`src/rtl/spiq_pkg.sv`:
```
`timescale 1ns/1ps
package spiq_pkg;
  typedef enum logic [1:0] {
    SQ_IDLE = 2'd0,
    SQ_LOAD = 2'd1,
    SQ_XFER = 2'd2,
    SQ_GAP  = 2'd3
  } sq_state_t;

  localparam int unsigned CMD_W = 8;
endpackage

```
`src/rtl/spiq_baud.sv`:
```
`timescale 1ns/1ps
module spiq_baud #(
  parameter int unsigned BAUD_W = 8
) (
  input  logic              clk,
  input  logic              rst_n,
  input  logic              run,
  input  logic [BAUD_W-1:0] baud,
  output logic              tick
);
  localparam logic [BAUD_W-1:0] ONE = BAUD_W'(1);

  logic              ph_q, ph_d;
  logic [BAUD_W-1:0] cnt_q, cnt_d;

  // half-rate enable, then divide by the rate value
  always_comb begin
    tick  = run && ph_q && (cnt_q == baud - ONE);
    ph_d  = 1'b0;
    cnt_d = '0;
    if (run) begin
      ph_d  = ~ph_q;
      cnt_d = cnt_q;
      if (ph_q) cnt_d = tick ? '0 : cnt_q + ONE;
    end
  end

  always_ff @(posedge clk or negedge rst_n) begin
    if (!rst_n) begin
      ph_q  <= 1'b0;
      cnt_q <= '0;
    end else begin
      ph_q  <= ph_d;
      cnt_q <= cnt_d;
    end
  end
endmodule

```
`src/rtl/spiq_shift.sv`:
```
`timescale 1ns/1ps
module spiq_shift #(
  parameter int unsigned DW = 16
) (
  input  logic          clk,
  input  logic          rst_n,
  input  logic          load,
  input  logic          en,
  input  logic          tick,
  input  logic [DW-1:0] tx_word,
  input  logic          wide,
  input  logic          cpol,
  input  logic          cpha,
  input  logic          miso,
  output logic          sck,
  output logic          mosi,
  output logic [DW-1:0] rx_word,
  output logic          fin
);
  localparam int unsigned CW = $clog2(2 * DW + 2);
  localparam int unsigned HW = DW / 2;

  logic [DW-1:0] tx_q, tx_d, rx_q, rx_d;
  logic [CW-1:0] cnt_q, cnt_d, n_edges;
  logic          sck_q, sck_d;
  logic          is_edge, lead, do_smp, do_shf;

  // tick 0: setup, ticks 1..2n: clock edges, tick 2n+1: hold and finish
  always_comb begin
    n_edges = wide ? CW'(2 * DW) : CW'(DW);
    is_edge = (cnt_q != '0) && (cnt_q <= n_edges);
    lead    = cnt_q[0];
    do_smp  = is_edge && (cpha ? !lead : lead);
    do_shf  = is_edge && (cpha ? (lead && cnt_q != CW'(1)) : !lead);
    fin     = en && tick && (cnt_q == n_edges + CW'(1));
    tx_d  = tx_q;
    rx_d  = rx_q;
    cnt_d = cnt_q;
    sck_d = sck_q;
    if (load) begin
      tx_d  = wide ? tx_word : {tx_word[HW-1:0], {HW{1'b0}}};
      rx_d  = '0;
      cnt_d = '0;
      sck_d = cpol;
    end else if (en && tick) begin
      cnt_d = cnt_q + CW'(1);
      if (is_edge) sck_d = ~sck_q;
      if (do_smp)  rx_d  = {rx_q[DW-2:0], miso};
      if (do_shf)  tx_d  = {tx_q[DW-2:0], 1'b0};
    end else if (!en) begin
      sck_d = cpol;
    end
  end

  always_ff @(posedge clk or negedge rst_n) begin
    if (!rst_n) begin
      tx_q  <= '0;
      rx_q  <= '0;
      cnt_q <= '0;
      sck_q <= 1'b0;
    end else begin
      tx_q  <= tx_d;
      rx_q  <= rx_d;
      cnt_q <= cnt_d;
      sck_q <= sck_d;
    end
  end

  assign sck     = sck_q;
  assign mosi    = tx_q[DW-1];
  assign rx_word = rx_q;
endmodule

```
`src/rtl/spiq_seq.sv`:
```
`timescale 1ns/1ps
module spiq_seq
  import spiq_pkg::*;
#(
  parameter int unsigned PTR_W = 4,
  parameter int unsigned CSW   = 4
) (
  input  logic             clk,
  input  logic             rst_n,
  input  logic             go,
  input  logic             rate_ok,
  input  logic [PTR_W-1:0] start_ptr,
  input  logic [PTR_W-1:0] end_ptr,
  input  logic [CSW-1:0]   cs_idle,
  input  logic [CSW-1:0]   cmd_cs,
  input  logic             cmd_cont,
  input  logic             tick,
  input  logic             xfer_fin,
  output logic [PTR_W-1:0] ptr,
  output logic [CSW-1:0]   cs,
  output logic             load,
  output logic             in_xfer,
  output logic             rx_we,
  output logic             busy,
  output logic             done
);
  localparam logic [PTR_W-1:0] PONE = PTR_W'(1);

  sq_state_t        st_q, st_d;
  logic [PTR_W-1:0] ptr_q, ptr_d;
  logic [CSW-1:0]   cs_q, cs_d;
  logic             done_q, done_d;

  always_comb begin
    st_d   = st_q;
    ptr_d  = ptr_q;
    cs_d   = cs_q;
    done_d = done_q;
    load   = 1'b0;
    rx_we  = 1'b0;
    unique case (st_q)
      SQ_IDLE: begin
        cs_d = cs_idle;
        if (go && rate_ok) begin
          st_d   = SQ_LOAD;
          ptr_d  = start_ptr;
          done_d = 1'b0;
        end
      end
      SQ_LOAD: begin
        load = 1'b1;
        cs_d = cmd_cs;
        st_d = SQ_XFER;
      end
      SQ_XFER: begin
        if (xfer_fin) begin
          rx_we = 1'b1;
          if (ptr_q == end_ptr) begin
            st_d   = SQ_IDLE;
            cs_d   = cs_idle;
            done_d = 1'b1;
          end else begin
            ptr_d = ptr_q + PONE;
            if (cmd_cont) begin
              st_d = SQ_LOAD;
            end else begin
              st_d = SQ_GAP;
              cs_d = cs_idle;
            end
          end
        end
      end
      SQ_GAP: begin
        if (tick) st_d = SQ_LOAD;
      end
      default: st_d = SQ_IDLE;
    endcase
  end

  always_ff @(posedge clk or negedge rst_n) begin
    if (!rst_n) begin
      st_q   <= SQ_IDLE;
      ptr_q  <= '0;
      cs_q   <= '1;
      done_q <= 1'b0;
    end else begin
      st_q   <= st_d;
      ptr_q  <= ptr_d;
      cs_q   <= cs_d;
      done_q <= done_d;
    end
  end

  assign ptr     = ptr_q;
  assign cs      = cs_q;
  assign in_xfer = (st_q == SQ_XFER);
  assign busy    = (st_q != SQ_IDLE);
  assign done    = done_q;
endmodule

```
`src/rtl/spi_queue_master.sv`:
```
`timescale 1ns/1ps
module spi_queue_master
  import spiq_pkg::*;
#(
  parameter int unsigned ENTRIES = 16,
  parameter int unsigned DW      = 16,
  parameter int unsigned CSW     = 4,
  parameter int unsigned BAUD_W  = 8
) (
  input  logic                              clk,
  input  logic                              rst_n,
  input  logic                              reg_we,
  input  logic [$clog2(ENTRIES)+1:0]        reg_addr,
  input  logic [DW-1:0]                     reg_wdata,
  output logic [DW-1:0]                     reg_rdata,
  output logic                              spi_sck,
  output logic                              spi_mosi,
  input  logic                              spi_miso,
  output logic [CSW-1:0]                    spi_cs
);
  localparam int unsigned PTR_W  = $clog2(ENTRIES);
  localparam int unsigned AW     = PTR_W + 2;
  localparam int unsigned B_CPOL = BAUD_W;
  localparam int unsigned B_CPHA = BAUD_W + 1;
  localparam int unsigned B_WIDE = BAUD_W + 2;
  localparam int unsigned Q_END  = PTR_W;
  localparam int unsigned Q_IDLE = 2 * PTR_W;

  logic [DW-1:0]    tx_mem  [ENTRIES];
  logic [DW-1:0]    rx_mem  [ENTRIES];
  logic [CMD_W-1:0] cmd_mem [ENTRIES];

  logic [BAUD_W-1:0] baud_q;
  logic              cpol_q, cpha_q, wide_q;
  logic [PTR_W-1:0]  start_q, end_q;
  logic [CSW-1:0]    cs_idle_q;

  logic [1:0]        region;
  logic [PTR_W-1:0]  idx;
  logic              cfg_we, que_we, go;
  logic [PTR_W-1:0]  ptr;
  logic              load, in_xfer, rx_we, busy, done, tick, fin;
  logic [DW-1:0]     rx_word;
  logic [CMD_W-1:0]  cmd_cur;

  assign region  = reg_addr[AW-1 -: 2];
  assign idx     = reg_addr[PTR_W-1:0];
  assign cfg_we  = reg_we && region == 2'd3 && idx == PTR_W'(0);
  assign que_we  = reg_we && region == 2'd3 && idx == PTR_W'(1);
  assign go      = reg_we && region == 2'd3 && idx == PTR_W'(2) && reg_wdata[0];
  assign cmd_cur = cmd_mem[ptr];

  always_ff @(posedge clk or negedge rst_n) begin
    if (!rst_n) begin
      baud_q    <= '0;
      cpol_q    <= 1'b0;
      cpha_q    <= 1'b0;
      wide_q    <= 1'b0;
      start_q   <= '0;
      end_q     <= '0;
      cs_idle_q <= '1;
    end else begin
      if (cfg_we) begin
        baud_q <= reg_wdata[BAUD_W-1:0];
        cpol_q <= reg_wdata[B_CPOL];
        cpha_q <= reg_wdata[B_CPHA];
        wide_q <= reg_wdata[B_WIDE];
      end
      if (que_we) begin
        start_q   <= reg_wdata[PTR_W-1:0];
        end_q     <= reg_wdata[Q_END +: PTR_W];
        cs_idle_q <= reg_wdata[Q_IDLE +: CSW];
      end
    end
  end

  // entry storage, one write enable per array
  always_ff @(posedge clk) begin
    if (reg_we && region == 2'd0) tx_mem[idx] <= reg_wdata;
    if (reg_we && region == 2'd2) cmd_mem[idx] <= reg_wdata[CMD_W-1:0];
    if (rx_we) rx_mem[ptr] <= rx_word;
  end

  always_comb begin
    reg_rdata = '0;
    unique case (region)
      2'd0: reg_rdata = tx_mem[idx];
      2'd1: reg_rdata = rx_mem[idx];
      2'd2: reg_rdata = DW'(cmd_mem[idx]);
      default: begin
        if (idx == PTR_W'(0)) begin
          reg_rdata[BAUD_W-1:0] = baud_q;
          reg_rdata[B_CPOL]     = cpol_q;
          reg_rdata[B_CPHA]     = cpha_q;
          reg_rdata[B_WIDE]     = wide_q;
        end else if (idx == PTR_W'(1)) begin
          reg_rdata[PTR_W-1:0]      = start_q;
          reg_rdata[Q_END +: PTR_W] = end_q;
          reg_rdata[Q_IDLE +: CSW]  = cs_idle_q;
        end else if (idx == PTR_W'(2)) begin
          reg_rdata[1:0] = {busy, done};
        end
      end
    endcase
  end

  spiq_baud #(.BAUD_W(BAUD_W)) u_baud (
    .clk(clk), .rst_n(rst_n), .run(busy), .baud(baud_q), .tick(tick)
  );

  spiq_seq #(.PTR_W(PTR_W), .CSW(CSW)) u_seq (
    .clk(clk), .rst_n(rst_n), .go(go), .rate_ok(baud_q != '0),
    .start_ptr(start_q), .end_ptr(end_q), .cs_idle(cs_idle_q),
    .cmd_cs(cmd_cur[CSW-1:0]), .cmd_cont(cmd_cur[CSW]), .tick(tick),
    .xfer_fin(fin), .ptr(ptr), .cs(spi_cs), .load(load), .in_xfer(in_xfer),
    .rx_we(rx_we), .busy(busy), .done(done)
  );

  spiq_shift #(.DW(DW)) u_shift (
    .clk(clk), .rst_n(rst_n), .load(load), .en(in_xfer), .tick(tick),
    .tx_word(tx_mem[ptr]), .wide(wide_q), .cpol(cpol_q), .cpha(cpha_q),
    .miso(spi_miso), .sck(spi_sck), .mosi(spi_mosi), .rx_word(rx_word),
    .fin(fin)
  );
endmodule

```
`config.mk`:
```
export PLATFORM = sky130hd
export DESIGN_NAME = spi_queue_master
export DESIGN_NICKNAME = d
export VERILOG_FILES = /design/src/rtl/spiq_pkg.sv /design/src/rtl/spiq_baud.sv /design/src/rtl/spiq_shift.sv /design/src/rtl/spiq_seq.sv /design/src/rtl/spi_queue_master.sv
export SDC_FILE = /design/constraint.sdc
export NUM_CORES = 1
export LEC_CHECK = 0
export ABC_AREA = 0
export ABC_CLOCK_PERIOD_IN_PS = 6800
export CAP_MARGIN = 20
export CORE_ASPECT_RATIO = 0.75
export CORE_UTILIZATION = 30
export DETAILED_ROUTE_END_ITERATION = 6
export DONT_BUFFER_PORTS = 1
export GPL_TIMING_DRIVEN = 0
export PLACE_DENSITY = 0.43
export REMOVE_ABC_BUFFERS = 1
export SYNTH_ARGS = -nofsm -noshare
export SYNTH_HDL_FRONTEND = slang
export SYNTH_HIERARCHICAL = 1
export SYNTH_SLANG_ARGS = --single-unit
```
`constraint.sdc`:
```
create_clock -name clk -period 6.8 [get_ports clk]
set_input_delay 1.36 -clock clk [delete_from_list [all_inputs] [get_ports clk]]
set_output_delay 1.36 -clock clk [all_outputs]
set_load 0.1 [all_outputs]
```
==> results.sh <==
export IMPL_die_w_microns=379.8
export IMPL_yosysWarnings=6
export IMPL_hold_buffers=0
export IMPL_cts_buffer_depth=3
export IMPL_tightest_slew_ps=1154
export IMPL_cts_root_buf="clkbuf_16"
export IMPL_finalSetupViolCount=0
export IMPL_routabilityCongestion=0.7396
export IMPL_nFillCells=9928
export IMPL_syn_to_final_growth_pct=14.76
export IMPL_slew_headroom_pct=23.09
export IMPL_power_share_clock_pct=36.0
export IMPL_power_frac_seq_pct=46.0
export IMPL_grt_pass1_wl_microns=136400
export IMPL_grt_overflow=0
export IMPL_maxSlewViolCount=0
export IMPL_ios=48
export IMPL_cts_resized=0
export IMPL_postSynth_asyncResetShare_pct=11.36
export IMPL_crit_arrival_ps=4540
export IMPL_core_sq_um=105700
export IMPL_rsz0062_at_grt="false"
export IMPL_die_y_microns=285.3
export IMPL_cts_max_level=3
export IMPL_ant_nets=0
export IMPL_worstSetupPathType="input port to output pin"
export IMPL_ys_ff_latch=722
export IMPL_num_vias=17540
export IMPL_power_density_nw_per_um2=314.1
export IMPL_drc=0
export IMPL_peakVddDrop_mv=0.2236
export IMPL_crit_fanout=32
export IMPL_cts_buffers=76
export IMPL_wl_per_cell_microns=29.85
export IMPL_rows=103
export IMPL_drt_initial_drc_count=1821
export IMPL_num_nets_final=1793
export IMPL_grt_max_degree=196
export IMPL_drive_gt1_share_pct=28.34
export IMPL_min_period_ps=5903
export IMPL_clk_pin_slew_ps=60
export IMPL_startpoint_type="input port"
export IMPL_placed_area_sq_um=34350
export IMPL_netSwitchingPower_mw=3.248
export IMPL_totalWireLength_microns=96570
export IMPL_synth_edff_count=640
export IMPL_fin_crit_sh_pct=86.82
export IMPL_clock_latency_ps=660
export IMPL_whs_ps=396.2
export IMPL_drv_cap=0
export IMPL_hold_viol_final=0
export IMPL_ys_seq_area_share_pct=66.27
export IMPL_switching_share_pct=28.06
export IMPL_cts_sinks=722
export IMPL_cts_tree="done"
export IMPL_syn_area_per_cell_sq_um=18.50
export IMPL_ys_flop_type="edfxtp_1"
export IMPL_post_drt_via_cell_ratio=5.422
export IMPL_ys_types=83
export IMPL_power_share_combinational_pct=18.0
export IMPL_hpwl_microns=59390
export IMPL_start_util_pct=30.39
export IMPL_max_freq_ghz=0.1694
export IMPL_dieArea_sq_um=108400
export IMPL_cts_setup_buffers=0
export IMPL_stdcell_area_sq_um=36850
export IMPL_syn_area_sq_um=32110
export IMPL_required_ps=5440
export IMPL_leakagePower_nw=12.02
export IMPL_holdCritPathClass="input port to asynchronous set/reset pin"
export IMPL_antenna_found_initial=1
export IMPL_grt_usage_pct=17.76
export IMPL_syn_inst=1736
export IMPL_io_buffers=0
export IMPL_fin_skew_ps=20.94
export IMPL_outcome="finished, final reports clean"
export IMPL_worst_setup_path_end_kind="output pin"
export IMPL_grt_pass1_vias=17860
export IMPL_dr_pass1_iters=5
export IMPL_p_int_mw=8.328
-- power groups by stage --
stage / Sequential, mW / Combinational, mW / Clock [mW]
detailed placement: 5.42 / 2.08 / 0
global route: 5.35 / 2.21 / 4.42
CTS: 5.33 / 2.08 / 4.27
global placement: 5.63 / 1.92 / 0
finish: 5.33 / 2.08 / 4.17
floorplan: 5.42 / 1.39 / 0
-- cells in the final DEF, fill, tap and decap left out, types with 14 or more instances in the layout --
master	n
dfrtp_1	70
clkbuf_16	78
clkbuf_1	19
edfxtp_1	640
o21ai_0	25
mux2i_1	68
a211oi_1	25
buf_16	14
mux2_2	31
nand2_1	63
o22ai_1	15
mux4_2	238
a22o_1	14
a31oi_1	16
nor2_4	20
nor2_1	45
nor2b_1	26
clkinv_1	14
inv_1	15
buf_6	21
nand3_1	30
a22oi_1	26
nand4_1	20
-- cell families after synthesis --
logic type	Yosys count	share of synthesized area, %
buffers and inverters	135	2.424
and+or+nand+nor	292	4.680
muxes	347	20.71
DFF	722	66.27
xor gates and xnor gates	19	0.5416
AOI/OAI and AO/OA	209	4.902
adders and majority gates	12	0.4676
-- routing by layer --
metal	share of wire, %	up-vias	global-route usage, %
li1	-	7331	-
met4	2.5	0	4.889
met5	0	-	0
met2	44	509	26.24
met3	5.6	124	3.698
met1	48	9575	26.34
-- critical path, cell delays in order --
cell and delay, ps:
nor2_4 650, nand2_1 300, nor2_1 900, a22oi_1 250, a22oi_2 990
-- registers in the layout (all words and copies together) (netlist names) --
register / count
wide_q: 1
u_baud/cnt_q: 8
end_q: 4
u_shift/tx_q: 16
u_seq/done: 1
u_baud/ph_q: 1
u_shift/rx_word: 16
u_seq/st_q: 2
rx_mem: 256
tx_mem: 256
u_seq/cs: 4
u_shift/cnt_q: 6
cpha_q: 1
start_q: 4
u_shift/sck: 1
baud_q: 8
u_seq/ptr: 4
cmd_mem: 128
cpol_q: 1
cs_idle_q: 4
-- metrics by stage --
stage | util [%] | cells | TNS, ps | total power, mW | setup slack [ps]
finish | 34.87 | 3235 | 0 | 11.58 | 896.5
global route | 34.87 | 3235 | 0 | 11.98 | 916.4
CTS | 34.82 | 3231 | 0 | 11.68 | 940.7
detailed placement | 32.51 | 3091 | 0 | 7.499 | 947.1
global placement | 31.39 | 3035 | -589280 | 7.550 | -4790
floorplan | - | 1618 | 0 | 6.810 | 688.8
-- final timing paths --
path | from | slack (ps) | endpoint | cells after the start
max | reg_addr[3] | 900 | reg_rdata[4] | 5
min | rst_n | 400 | u_seq/st_q[1]$_DFFE_PN0P_ | 0
max reg2reg | baud_q[0]$_DFFE_PN0P_ | 1540 | rx_mem[2][13]$_DFFE_PP_ | 14
min reg2reg | u_seq/done$_DFFE_PN0P_ | 510 | u_seq/done$_DFFE_PN0P_ | 2
max in group asynchronous | rst_n | 6210 | cs_idle_q[3]$_DFFE_PN1P_ | 0
min in group clk | u_seq/done$_DFFE_PN0P_ | 510 | u_seq/done$_DFFE_PN0P_ | 2
-- layout make-up --
cell class	count	area, sq um	share of cell area, %
sequential	722	21290	57.77
multi-input combinational	879	10310	27.98
clock buffer	103	2106	5.714
tap	1417	1773	4.811
timing repair buffer	59	969.7	2.631
clock inverter	37	335.3	0.9099
inverter	17	63.81	0.1732
antenna	1	2.502	0.006790
-- cell usage after synthesis (all sizes together), types with 8 or more instances --
library cell / count / area [sq um]
edfxtp: 640 / 19220
mux4: 248 / 5622
nor2: 76 / 287.8
dfrtp: 74 / 1852
mux2i: 68 / 680.7
buf: 66 / 514.2
nand2: 63 / 236.5
clkbuf: 52 / 200.2
mux2: 31 / 349.1
nand3: 30 / 150.1
a211oi: 29 / 240.2
nor2b: 29 / 188.9
o21ai: 28 / 140.1
a22oi: 27 / 202.7
nand4: 20 / 125.1
nor3: 18 / 101.4
a31oi: 16 / 100.1
o22ai: 16 / 106.4
inv: 15 / 56.30
a22o: 14 / 122.6
xnor2: 13 / 121.4
and3: 12 / 76.33
ha: 12 / 150.1
o31ai: 11 / 82.58
o221ai: 10 / 87.58
a2111oi: 9 / 78.83
a21oi: 9 / 45.04
nand2b: 9 / 56.30
a32oi: 8 / 70.07
dfstp: 8 / 210.2
Note: power is estimated with default switching activity, not from simulation.
